$ cat src/rtl/xirq_pkg.sv
package xirq_pkg;

   typedef enum logic {
      TRIG_LEVEL = 1'b0,
      TRIG_FALL  = 1'b1
   } trig_e;

   localparam int unsigned MIN_SYNC_STAGES = 2;

endpackage

$ cat src/rtl/xirq_sync.sv
module xirq_sync #(
   parameter int unsigned STAGES = 2
) (
   input  logic clk,
   input  logic rst_n,
   input  logic async_in,
   output logic sync_out
);

   logic [STAGES-1:0] chain;

   always_ff @(posedge clk) begin
      if (!rst_n) begin
         chain <= '1;
      end else begin
         chain <= {chain[STAGES-2:0], async_in};
      end
   end

   assign sync_out = chain[STAGES-1];

endmodule

$ cat src/rtl/xirq_sampler.sv
module xirq_sampler (
   input  logic clk,
   input  logic rst_n,
   input  logic sample_en,
   input  logic level_in,
   output logic held,
   output logic fall_seen
);

   always_ff @(posedge clk) begin
      if (!rst_n) begin
         held <= 1'b1;
      end else if (sample_en) begin
         held <= level_in;
      end
   end

   // previous capture high, capture being taken now low
   assign fall_seen = sample_en & held & ~level_in;

endmodule

$ cat src/rtl/xirq_flag.sv
module xirq_flag
   import xirq_pkg::*;
(
   input  logic  clk,
   input  logic  rst_n,
   input  trig_e trig,
   input  logic  fall_seen,
   input  logic  held,
   input  logic  sw_clr,
   input  logic  vec_ack,
   output logic  req
);

   logic flag_q;

   always_ff @(posedge clk) begin
      if (!rst_n) begin
         flag_q <= 1'b0;
      end else if (trig == TRIG_LEVEL) begin
         flag_q <= 1'b0;
      end else if (fall_seen) begin
         flag_q <= 1'b1;
      end else if (sw_clr || vec_ack) begin
         flag_q <= 1'b0;
      end
   end

   assign req = (trig == TRIG_FALL) ? flag_q : ~held;

endmodule

$ cat src/rtl/xirq_request.sv
module xirq_request
   import xirq_pkg::*;
#(
   parameter int unsigned N_PINS      = 2,
   parameter int unsigned SYNC_STAGES = 2
) (
   input  logic              clk,
   input  logic              rst_n,
   input  logic [N_PINS-1:0] pin_n,
   input  logic              cyc_en,
   input  logic [N_PINS-1:0] edge_sel,
   input  logic [N_PINS-1:0] sw_clr,
   input  logic [N_PINS-1:0] vec_ack,
   output logic [N_PINS-1:0] req
);

   if (SYNC_STAGES < MIN_SYNC_STAGES) begin : g_bad_sync
      $error("xirq_request: SYNC_STAGES must be at least %0d", MIN_SYNC_STAGES);
   end
   if (N_PINS < 1) begin : g_bad_pins
      $error("xirq_request: N_PINS must be at least 1");
   end

   logic [N_PINS-1:0] pin_sync;
   logic [N_PINS-1:0] pin_held;
   logic [N_PINS-1:0] fall_hit;

   for (genvar p = 0; p < N_PINS; p++) begin : g_pin
      xirq_sync #(.STAGES(SYNC_STAGES)) u_sync (
         .clk      (clk),
         .rst_n    (rst_n),
         .async_in (pin_n[p]),
         .sync_out (pin_sync[p])
      );

      xirq_sampler u_smp (
         .clk       (clk),
         .rst_n     (rst_n),
         .sample_en (cyc_en),
         .level_in  (pin_sync[p]),
         .held      (pin_held[p]),
         .fall_seen (fall_hit[p])
      );

      xirq_flag u_flag (
         .clk       (clk),
         .rst_n     (rst_n),
         .trig      (trig_e'(edge_sel[p])),
         .fall_seen (fall_hit[p]),
         .held      (pin_held[p]),
         .sw_clr    (sw_clr[p]),
         .vec_ack   (vec_ack[p]),
         .req       (req[p])
      );
   end

endmodule

$ cat config.mk
export PLATFORM = sky130hd
export DESIGN_NAME = xirq_request
export DESIGN_NICKNAME = d
export VERILOG_FILES = /design/src/rtl/xirq_pkg.sv /design/src/rtl/xirq_sync.sv /design/src/rtl/xirq_sampler.sv /design/src/rtl/xirq_flag.sv /design/src/rtl/xirq_request.sv
export SDC_FILE = /design/constraint.sdc
export NUM_CORES = 1
export LEC_CHECK = 0
export BUFFER_PORTS_ARGS = -buffer_cell sky130_fd_sc_hd__buf_2
export CAP_MARGIN = 20
export CORE_AREA = 2 2 39 41
export DETAILED_ROUTE_END_ITERATION = 8
export DIE_AREA = 0 0 41 43
export PLACE_DENSITY = 0.44
export SYNTH_ARGS = -nofsm -noshare
export SYNTH_HDL_FRONTEND = slang
export SYNTH_SLANG_ARGS = --single-unit
$ cat constraint.sdc
create_clock -name clk -period 0.8 [get_ports clk]
set_input_delay 0.16 -clock clk [delete_from_list [all_inputs] [get_ports clk]]
set_output_delay 0.16 -clock clk [all_outputs]
set_load 0.02 [all_outputs]
* Word level (Yosys, flattened, before mapping)
Cells that the tools add are included.
** Word-level totals
- Flip-flop bits (word level) :: 8
- Bits in latches :: 0
- Memories :: 0
- Input bits :: 11
- Word-level logic and storage cells :: 26
- Bits in writable memories :: 0
- Bits in read-only memories :: 0
** Cells by class
- $lt $le $gt $ge :: 0
- Add/sub/neg operators :: 0
- Reductions and logical operators :: 6
- Divide/modulo/power cells :: 0
- Multiplexer cells :: 6
- Bitwise logic cells :: 8
- Eq/ne operators :: 0
- Shifts and indexed selects :: 0
- Multipliers :: 0
** Operators by type and width (count)
- two-way mux 1 bit :: 6
- bitwise AND 1 bit :: 4
- inverter 1 bit :: 4
- AND reduction 2 bit :: 2
- nonzero test 2 bit :: 2
- logical OR 1 bit :: 2

* Depth between registers and ports, before layout
Gate-level depths: netlist of run 1.
- Word-level depth :: 3
- Depth in mapped cells :: 3

* Hierarchy
From an unflattened synthesis of run 1, not the netlist that was laid out.
** Unflattened totals
- Cells, all modules :: 26
- Area, all modules :: 305.3 um^2
** Modules (own cells, without submodules)
- xirq_flag :: cells an instance 5, times used 2, seq. area each 20.0 um^2, area each 56.3 um^2
- xirq_sync :: cells an instance 4, times used 2, seq. area each 40.0 um^2, area each 52.6 um^2
- xirq_sampler :: cells an instance 4, times used 2, seq. area each 20.0 um^2, area each 43.8 um^2

* Least setup slack after synthesis of run 1
Ideal clock, no wire load.
- Path kind :: register to register
- From :: reg, netlist name g_pin[0].u_flag.flag_q
- To :: reg g_pin[0].u_flag.flag_q
- Stages on the path, launching flop included :: 3
- Data arrival time :: 0.730 ns
- Period minus slack after synthesis :: 0.800 ns
- Setup slack :: 0.000 ns
- Cell sequence :: dfxtp_1 > or3b_1 > a21oi_1
** RTL lines
- end signal, assigned :: line xirq_flag.sv:18 : flag_q <= 1'b0;
- end signal, assigned :: line xirq_flag.sv:20 : flag_q <= 1'b0;
- end signal, assigned :: line xirq_flag.sv:22 : flag_q <= 1'b1;
- end, declared :: line xirq_flag.sv:14 : logic flag_q;

* Final worst setup path of run 1
- From :: reg g_pin[0].u_flag.flag_q
- To :: out req[0]
** On the way
- Word-level cells in the longest chain between the ends :: 1
** Ends and longest elaborated chain
- two-way mux 1 bit :: line xirq_flag.sv:28 : assign req = (trig == TRIG_FALL) ? flag_q : ~held;
- end, declared :: line xirq_request.sv:14 : output logic [N_PINS-1:0] req
Every way passes these cells.

==> Implementation_results.wiki, run 1 <==
{| class="wikitable"
! Metric !! Value
|-
| Critical Path Fanout Max || 2
|-
| Routed len/inst || 7.88 um
|-
| Worst flop-to-flop path endpoint || g_pin[0].u_flag.flag_q$_SDFFE_PN0P_
|-
| Wire length of the first global-routing pass || 786 um
|-
| Register-to-Register Setup Slack || -60 ps
|-
| Cell at the root of the clock tree || clkbuf_4
|-
| Share of the synthesized area in the top cell type || 0.533
|-
| Nets || 57
|-
| Share of the cycle needed by the critical path after routing || 1.30
|-
| Total global-route track usage || 0.0715
|-
| Post-Synthesis Mean Instance Area || 10.0 sq um
|-
| Per-cell via count in the routed design || 4.03
|-
| Die height || 43 um
|-
| Buffer levels on the longest clock path || 2
|-
| Cell type with the highest aggregate area in the netlist || dfxtp_1
|-
| Total placed cells including tap cells || 57
|-
| Total overflow reported by the global router || 0
|-
| Endpoint, Worst Hold || g_pin[0].u_sync.chain[0]$_SDFF_PN1_
|-
| Min Clock Period, post-route || 1040 ps
|-
| Num rows || 14
|-
| Clock slew seen by the registers of the worst setup and hold paths || 50 ps
|-
| Post-Synthesis Net Count || 41
|-
| Synth-to-Final Area Change || 34.2%
|-
| Most instantiated cells after synthesis || 8 x dfxtp_1, 5 x nand2_1, 4 x nand2b_1
|-
| Number of maximum-capacitance constraint violations || 0
|-
| Worst hold path class || input port to register
|-
| Number of failing hold endpoints at the final stage || 0
|-
| Async set or reset register ratio after synthesis || 0
|-
| Register-to-Register Path Depth || 2
|-
| Final setup slack of the worst path || -239 ps
|-
| Setup Buffers After CTS || 0
|-
| Number of antenna violations at the first check in global routing || 0
|-
| Launch instance of the worst min-delay path || pin_n[0]
|-
| Worst Path Required || 640 ps
|-
| H-Tree Level Count || 1
|-
| RSZ-0062 raised after global routing || true
|-
| Aggregate routed wire length || 473 um
|-
| Violated checks || setup timing
|-
| Number of diodes || 0
|-
| Area inside the core boundary || 1380 sq um
|-
| Crit Path Class || register to output pin
|-
| Result of the run || finished with violations
|-
| Die area || 1760 sq um
|-
| Share of post-route cells with drive strength above 1 || 0.432
|-
| Synth Warn # || 0
|-
| Worst-case clock skew || 5.09 ps
|-
| Instance count of the mapped netlist || 30
|-
| Crit path launch type || register
|-
| Post-synthesis sequential area ratio || 0.533
|-
| First-pass iteration count of the detailed router || 3
|-
| Clk_lat worst skew || 250 ps
|-
| Number of setup violations in the final report || 4
|-
| Netlist area before placement || 300 sq um
|-
| Clock tree from TritonCTS || yes
|-
| Top cells by area, synth || dfxtp_1 53%, mux2i_1 10%, nand2b_1 8.3%
|-
| P per Cell Area || 1920 nW/um^2
|-
| I/O pin cnt || 13
|-
| Relative max-transition margin || 0.915
|-
| Final RePlAce weighted congestion || 0.598
|-
| Total number of vias || 242
|-
| Number of buffer cells added on primary ports || 12
|-
| Clock buffers created by TritonCTS || 3
|-
| Via count of the first global-routing pass || 208
|-
| # clock sinks || 8
|-
| Worst Hold Depth || 2
|-
| Count of cell types in the netlist || 10
|-
| Hold Buf Count CTS || 0
|-
| First DRT Iteration DRCs || 3
|-
| Initial core utilization || 0.217
|-
| Die width || 41 um
|-
| Register bit count reported by yosys || 8
|-
| Worst slack at placement || -45.7 ps
|-
| DRC Markers || 0
|-
| Worst hold-check slack || 92.0 ps
|-
| Highest ir drop seen on vdd || 0.000682 V
|-
| Fmax achieved || 963 MHz
|-
| Pin count of the biggest net entering global routing || 9
|-
| Non-filler instance count after layout || 60
|-
| Worst Max-Slew Pin Slew || 124 ps
|-
| Ys flop type || dfxtp_1
|-
| Worst flop-to-flop path startpoint || g_pin[0].u_flag.flag_q$_SDFFE_PN0P_
|-
| Leakage power of the design || 0.175 nW
|-
| Number of enable flip-flop cells after synthesis || 0
|-
| CP Data Arrival Time || 880 ps
|-
| Nature of the critical path endpoint || output pin
|-
| Max-slew violation count || 0
|-
| Count leader, synth || dfxtp_1
|-
| Detail Route Antenna Nets || 0
|}
==> power breakdown <==
part	switching [mW]	internal [mW]
Combinational	0.0252	0.0345
Clock	0.126	0.171
Sequential	0.00434	0.412
==> stage by stage <==
step                      utilization  TNS, ps  power, mW  area [sq um]
final                           0.291     -520      0.773           403
after global placement          0.269    -73.4      0.484           373
after detailed placement        0.269    -90.8      0.484           373
after CTS                       0.291     -568      0.793           403
after floorplan                     -        0      0.448           300
after global routing            0.291     -778      0.834           403
==> routing by layer <==
metal,share of wire,vias up,GRT usage
met5,0,-,0
met4,0,0,0.0800
met3,0.080,0,0.0314
met2,0.48,6,0.0875
met1,0.44,109,0.0812
li1,-,127,-
==> kinds of logic (layout without fill, tap and decap cells) <==
group                  Yosys count  after routing  synth area share
DFF                              8              8             0.533
and+or+nand+nor                 13             13             0.254
muxes                            3              3             0.100
buffers and inverters            3             17            0.0625
AOI/OAI and AO/OA                3              3            0.0500
==> timing repair <==
item	CTS	global route
gates resized for setup	5	1
pin swaps	1	0
endpoints found under the setup margin	4	4
hold endpoints to repair	0	0
==> worst max-delay path, stage by stage, from the launching register on <==
cell	delay [ps]
dfxtp_2	330
inv_2	30
mux2i_1	120
buf_4	160
==> sequential cells by signal (all words and copies together), names as in the netlist <==
signal               cells
g_pin.u_smp.held         2
g_pin.u_sync.chain       4
g_pin.u_flag.flag_q      2
==> area by class of cell <==
class                           instances  area (sq um)
Sequential cell                         8           163
Clock buffer                            3          22.5
Multi-Input combinational cell         19           121
Tap cell                               16          20.0
Timing Repair Buffer                   13          72.6
Fill cell                             159           981
Inverter                                1          3.75
==> layout by cell type, fill, tap and decap left out <==
master / synthesis / routed
or3b_1: 2 / 2
dfxtp_1: 8 / 6
nand2_1: 5 / 5
o21ai_1: 0 / 1
nand2b_1: 4 / 4
dfxtp_2: 0 / 2
buf_2: 0 / 10
buf_4: 2 / 3
clkbuf_4: 0 / 3
mux2i_1: 3 / 3
a21oi_1: 2 / 2
inv_2: 0 / 1
nand3b_1: 2 / 2
==> how the worst max path moves through the flow <==
stage	start	end	slack [ps]	cells past startpoint
final	g_pin[0].u_flag.flag_q$_SDFFE_PN0P_	req[0]	-240	3
after global routing	g_pin[0].u_flag.flag_q$_SDFFE_PN0P_	req[0]	-290	3
after CTS	g_pin[0].u_flag.flag_q$_SDFFE_PN0P_	req[0]	-260	3
after detailed placement	g_pin[0].u_flag.flag_q$_SDFFE_PN0P_	g_pin[0].u_flag.flag_q$_SDFFE_PN0P_	-50	2
after global placement	g_pin[0].u_flag.flag_q$_SDFFE_PN0P_	g_pin[0].u_flag.flag_q$_SDFFE_PN0P_	-50	2
after floorplan	g_pin[0].u_flag.flag_q$_SDFFE_PN0P_	g_pin[0].u_flag.flag_q$_SDFFE_PN0P_	0.2	2
Note: power is estimated with default switching activity, not from simulation.
==> run 2: changes to the inputs <==
--- a/config.mk
+++ b/config.mk
@@ -5,12 +5,13 @@
 export SDC_FILE = /design/constraint.sdc
 export NUM_CORES = 1
 export LEC_CHECK = 0
-export BUFFER_PORTS_ARGS = -buffer_cell sky130_fd_sc_hd__buf_2
 export CAP_MARGIN = 20
 export CORE_AREA = 2 2 39 41
 export DETAILED_ROUTE_END_ITERATION = 8
 export DIE_AREA = 0 0 41 43
-export PLACE_DENSITY = 0.44
+export DONT_BUFFER_PORTS = 1
+export MAX_ROUTING_LAYER = met4
+export PLACE_DENSITY = 0.36
 export SYNTH_ARGS = -nofsm -noshare
 export SYNTH_HDL_FRONTEND = slang
 export SYNTH_SLANG_ARGS = --single-unit
==> constraint.sdc (replaced) <==
create_clock -name clk -period 0.8 [get_ports clk]
set_input_delay 0.16 -clock clk [delete_from_list [all_inputs] [get_ports clk]]
set_output_delay 0.16 -clock clk [all_outputs]
set_load 0.005 [all_outputs]
==> run 2 against run 1 <==
  * The run still ends with setup timing left
  * Hold slack worse by 75 ps
  * Non-clock buffer count fell by 12
  * Core utilization decreased by 3.0 points
  * Critical path type unchanged
==> Implementation_results.wiki, run 2 (same netlist as run 1, synthesis figures left out) <==
{| class="wikitable"
! Metric !! Value
|-
| Result of the run || finished with violations
|-
| Violated checks || setup timing
|-
| Total global-route track usage || 0.0722
|-
| Number of setup violations in the final report || 4
|-
| Leakage power of the design || 0.136 nW
|-
| Die area || 1760 sq um
|-
| Comb power frac || 0.044
|-
| Initial core utilization || 0.217
|-
| Worst slack at placement || -53.3 ps
|-
| Number of antenna violations at the first check in global routing || 0
|-
| Buffer levels on the longest clock path || 2
|-
| Die height || 43 um
|-
| Part of the total power dissipated in the clock network || 0.393
|-
| I/O pin cnt || 13
|-
| Die width || 41 um
|-
| Number of failing hold endpoints at the final stage || 0
|-
| Worst path max stage delay || 330 ps
|-
| Switching power summed over all nets || 138 uW
|-
| Highest-count cells in the layout ignoring fill and taps || 5 x nand2_1, 5 x dfxtp_1, 4 x nand2b_1, 3 x clkbuf_4, 3 x dfxtp_2
|-
| Clock slew seen by the registers of the worst setup and hold paths || 50 ps
|-
| Multi-input gate area || 139 sq um
|-
| FILL cells || 153
|-
| Number of buffer cells added on primary ports || 0
|-
| Register with the most flip-flops || g_pin.u_sync.chain
|-
| Largest registers in the final layout || g_pin.u_sync.chain (4), g_pin.u_flag.flag_q (2), g_pin.u_smp.held (2)
|-
| Crit Path Class || register to output pin
|-
| Share of post-route cells with drive strength above 1 || 0.375
|-
| Largest register FFs || 4
|-
| Routed len/inst || 10.7 um
|-
| RSZ-0062 raised after global routing || true
|-
| DPL Wire Length || 380 um
|-
| Per-cell via count in the routed design || 4.15
|-
| Clk_lat worst skew || 240 ps
|-
| Seq pwr share || 0.563
|-
| Share of the cycle needed by the critical path after routing || 1.15
|-
| P per Cell Area || 2050 nW/um^2
|-
| Final RePlAce weighted congestion || 0.495
|-
| Worst-case clock skew || 0.128 ps
|-
| Pin count of the biggest net entering global routing || 7
|-
| Max-slew violation count || 0
|-
| Register-to-Register Path Depth || 2
|-
| Worst hold path class || input port to register
|-
| Largest delay share family, worst path || flip-flops
|-
| Min Clock Period, post-route || 920 ps
|-
| Worst hold-check slack || 16.9 ps
|-
| Via count of the first global-routing pass || 209
|-
| DRC Markers || 0
|-
| Relative max-transition margin || 0.842
|-
| First DRT Iteration DRCs || 0
|-
| Cell internal power dissipation || 603 uW
|-
| H-Tree Level Count || 1
|-
| Cell at the root of the clock tree || clkbuf_4
|-
| Switching Share || 0.187
|-
| Area inside the core boundary || 1380 sq um
|-
| Number of diodes || 0
|-
| Number of cells on the critical path || 2
|-
| Synth-to-Final Area Change || 20.4%
|-
| Nets || 45
|-
| Crit path launch type || register
|-
| Num rows || 14
|-
| Wire length of the first global-routing pass || 793 um
|-
| Register area || 164 sq um
|-
| WP buf/inv || 1
|-
| Fraction of the core area covered by cells at the end of the flow || 0.261
|-
| Nature of the critical path endpoint || output pin
|-
| Total number of vias || 199
|-
| Final setup slack of the worst path || -120 ps
|-
| Number of maximum-capacitance constraint violations || 0
|-
| Clock tree from TritonCTS || yes
|-
| Critical Path Fanout Max || 2
|-
| Fmax achieved || 1090 MHz
|-
| Total overflow reported by the global router || 0
|-
| Worst Max-Slew Pin Slew || 238 ps
|-
| Cells along the critical path || inv_2 -> mux2i_2
|-
| Clock buffers created by TritonCTS || 3
|-
| Crit path max-delay cell type || dfxtp_2
|-
| Worst Hold Depth || 1
|-
| Worst Path Required || 640 ps
|-
| First-pass iteration count of the detailed router || 1
|-
| Highest ir drop seen on vdd || 0.000590 V
|-
| Detail Route Antenna Nets || 0
|-
| Aggregate routed wire length || 512 um
|-
| # clock sinks || 8
|-
| CP Data Arrival Time || 760 ps
|}
==> run 2: cell types whose count changed in the layout (fill, tap and decap cells not counted), sizes merged <==
| cell | delta |
|---|---|
| buf | -13 |
| dlymetal6s4s | +1 |
==> run 2: layout make-up <==
class | instances | share of cell area
Clock buffer | 3 | 0.0623
Timing Repair Buffer | 1 | 0.0346
Inverter | 1 | 0.0104
Multi-Input combinational cell | 19 | 0.384
Tap cell | 16 | 0.0554
Sequential cell | 8 | 0.453
==> run 2: routing by layer <==
metal	track usage	vias to the layer above	wire [um]
met1	0.0744	87	190
li1	-	102	-
met4	0.0600	0	0
met5	-	-	0
met2	0.0969	10	268
met3	0.0366	0	53
==> run 2: through the flow <==
step / setup TNS, ps / cells / power, mW / area [sq um]
after floorplan: 0 / 30 / 0.445 / 300
after global placement: -45.0 / 44 / 0.444 / 305
after detailed placement: -93.1 / 44 / 0.445 / 305
after CTS: -325 / 48 / 0.758 / 345
after global routing: -476 / 48 / 0.780 / 362
final: -310 / 48 / 0.741 / 362
==> run 2: what timing repair did <==
item,4_1_cts,5_1_grt
cloned,0,0
endpoints found under the setup margin,4,9
resized for setup,5,6
pin swaps,1,0
hold buffers,1,0
setup buffers,0,0
hold endpoints to repair,6,0
==> run 2: power groups by stage <==
stage	combinational, mW	clock, mW	sequential, mW
finish	0.0323	0.291	0.418
detailed placement	0.0206	0	0.425
CTS	0.0290	0.312	0.417
global placement	0.0200	0	0.424
floorplan	0.0218	0	0.424
global route	0.0368	0.325	0.418
==> run 2: worst paths after layout <==
path | slack [ps] | from | endpoint
max | -120 | g_pin[0].u_flag.flag_q$_SDFFE_PN0P_ | req[0]
max reg2reg | -80 | g_pin[0].u_flag.flag_q$_SDFFE_PN0P_ | g_pin[0].u_flag.flag_q$_SDFFE_PN0P_
min | 20 | pin_n[0] | g_pin[0].u_sync.chain[0]$_SDFF_PN1_
min reg2reg | 400 | g_pin[1].u_sync.chain[0]$_SDFF_PN1_ | g_pin[1].u_sync.chain[1]$_SDFF_PN1_
==> run 2: worst register-to-register path: stages, from the launching register on <==
cell	delay, ps
dfxtp_2	330
or3b_1	360
a21oi_2	120
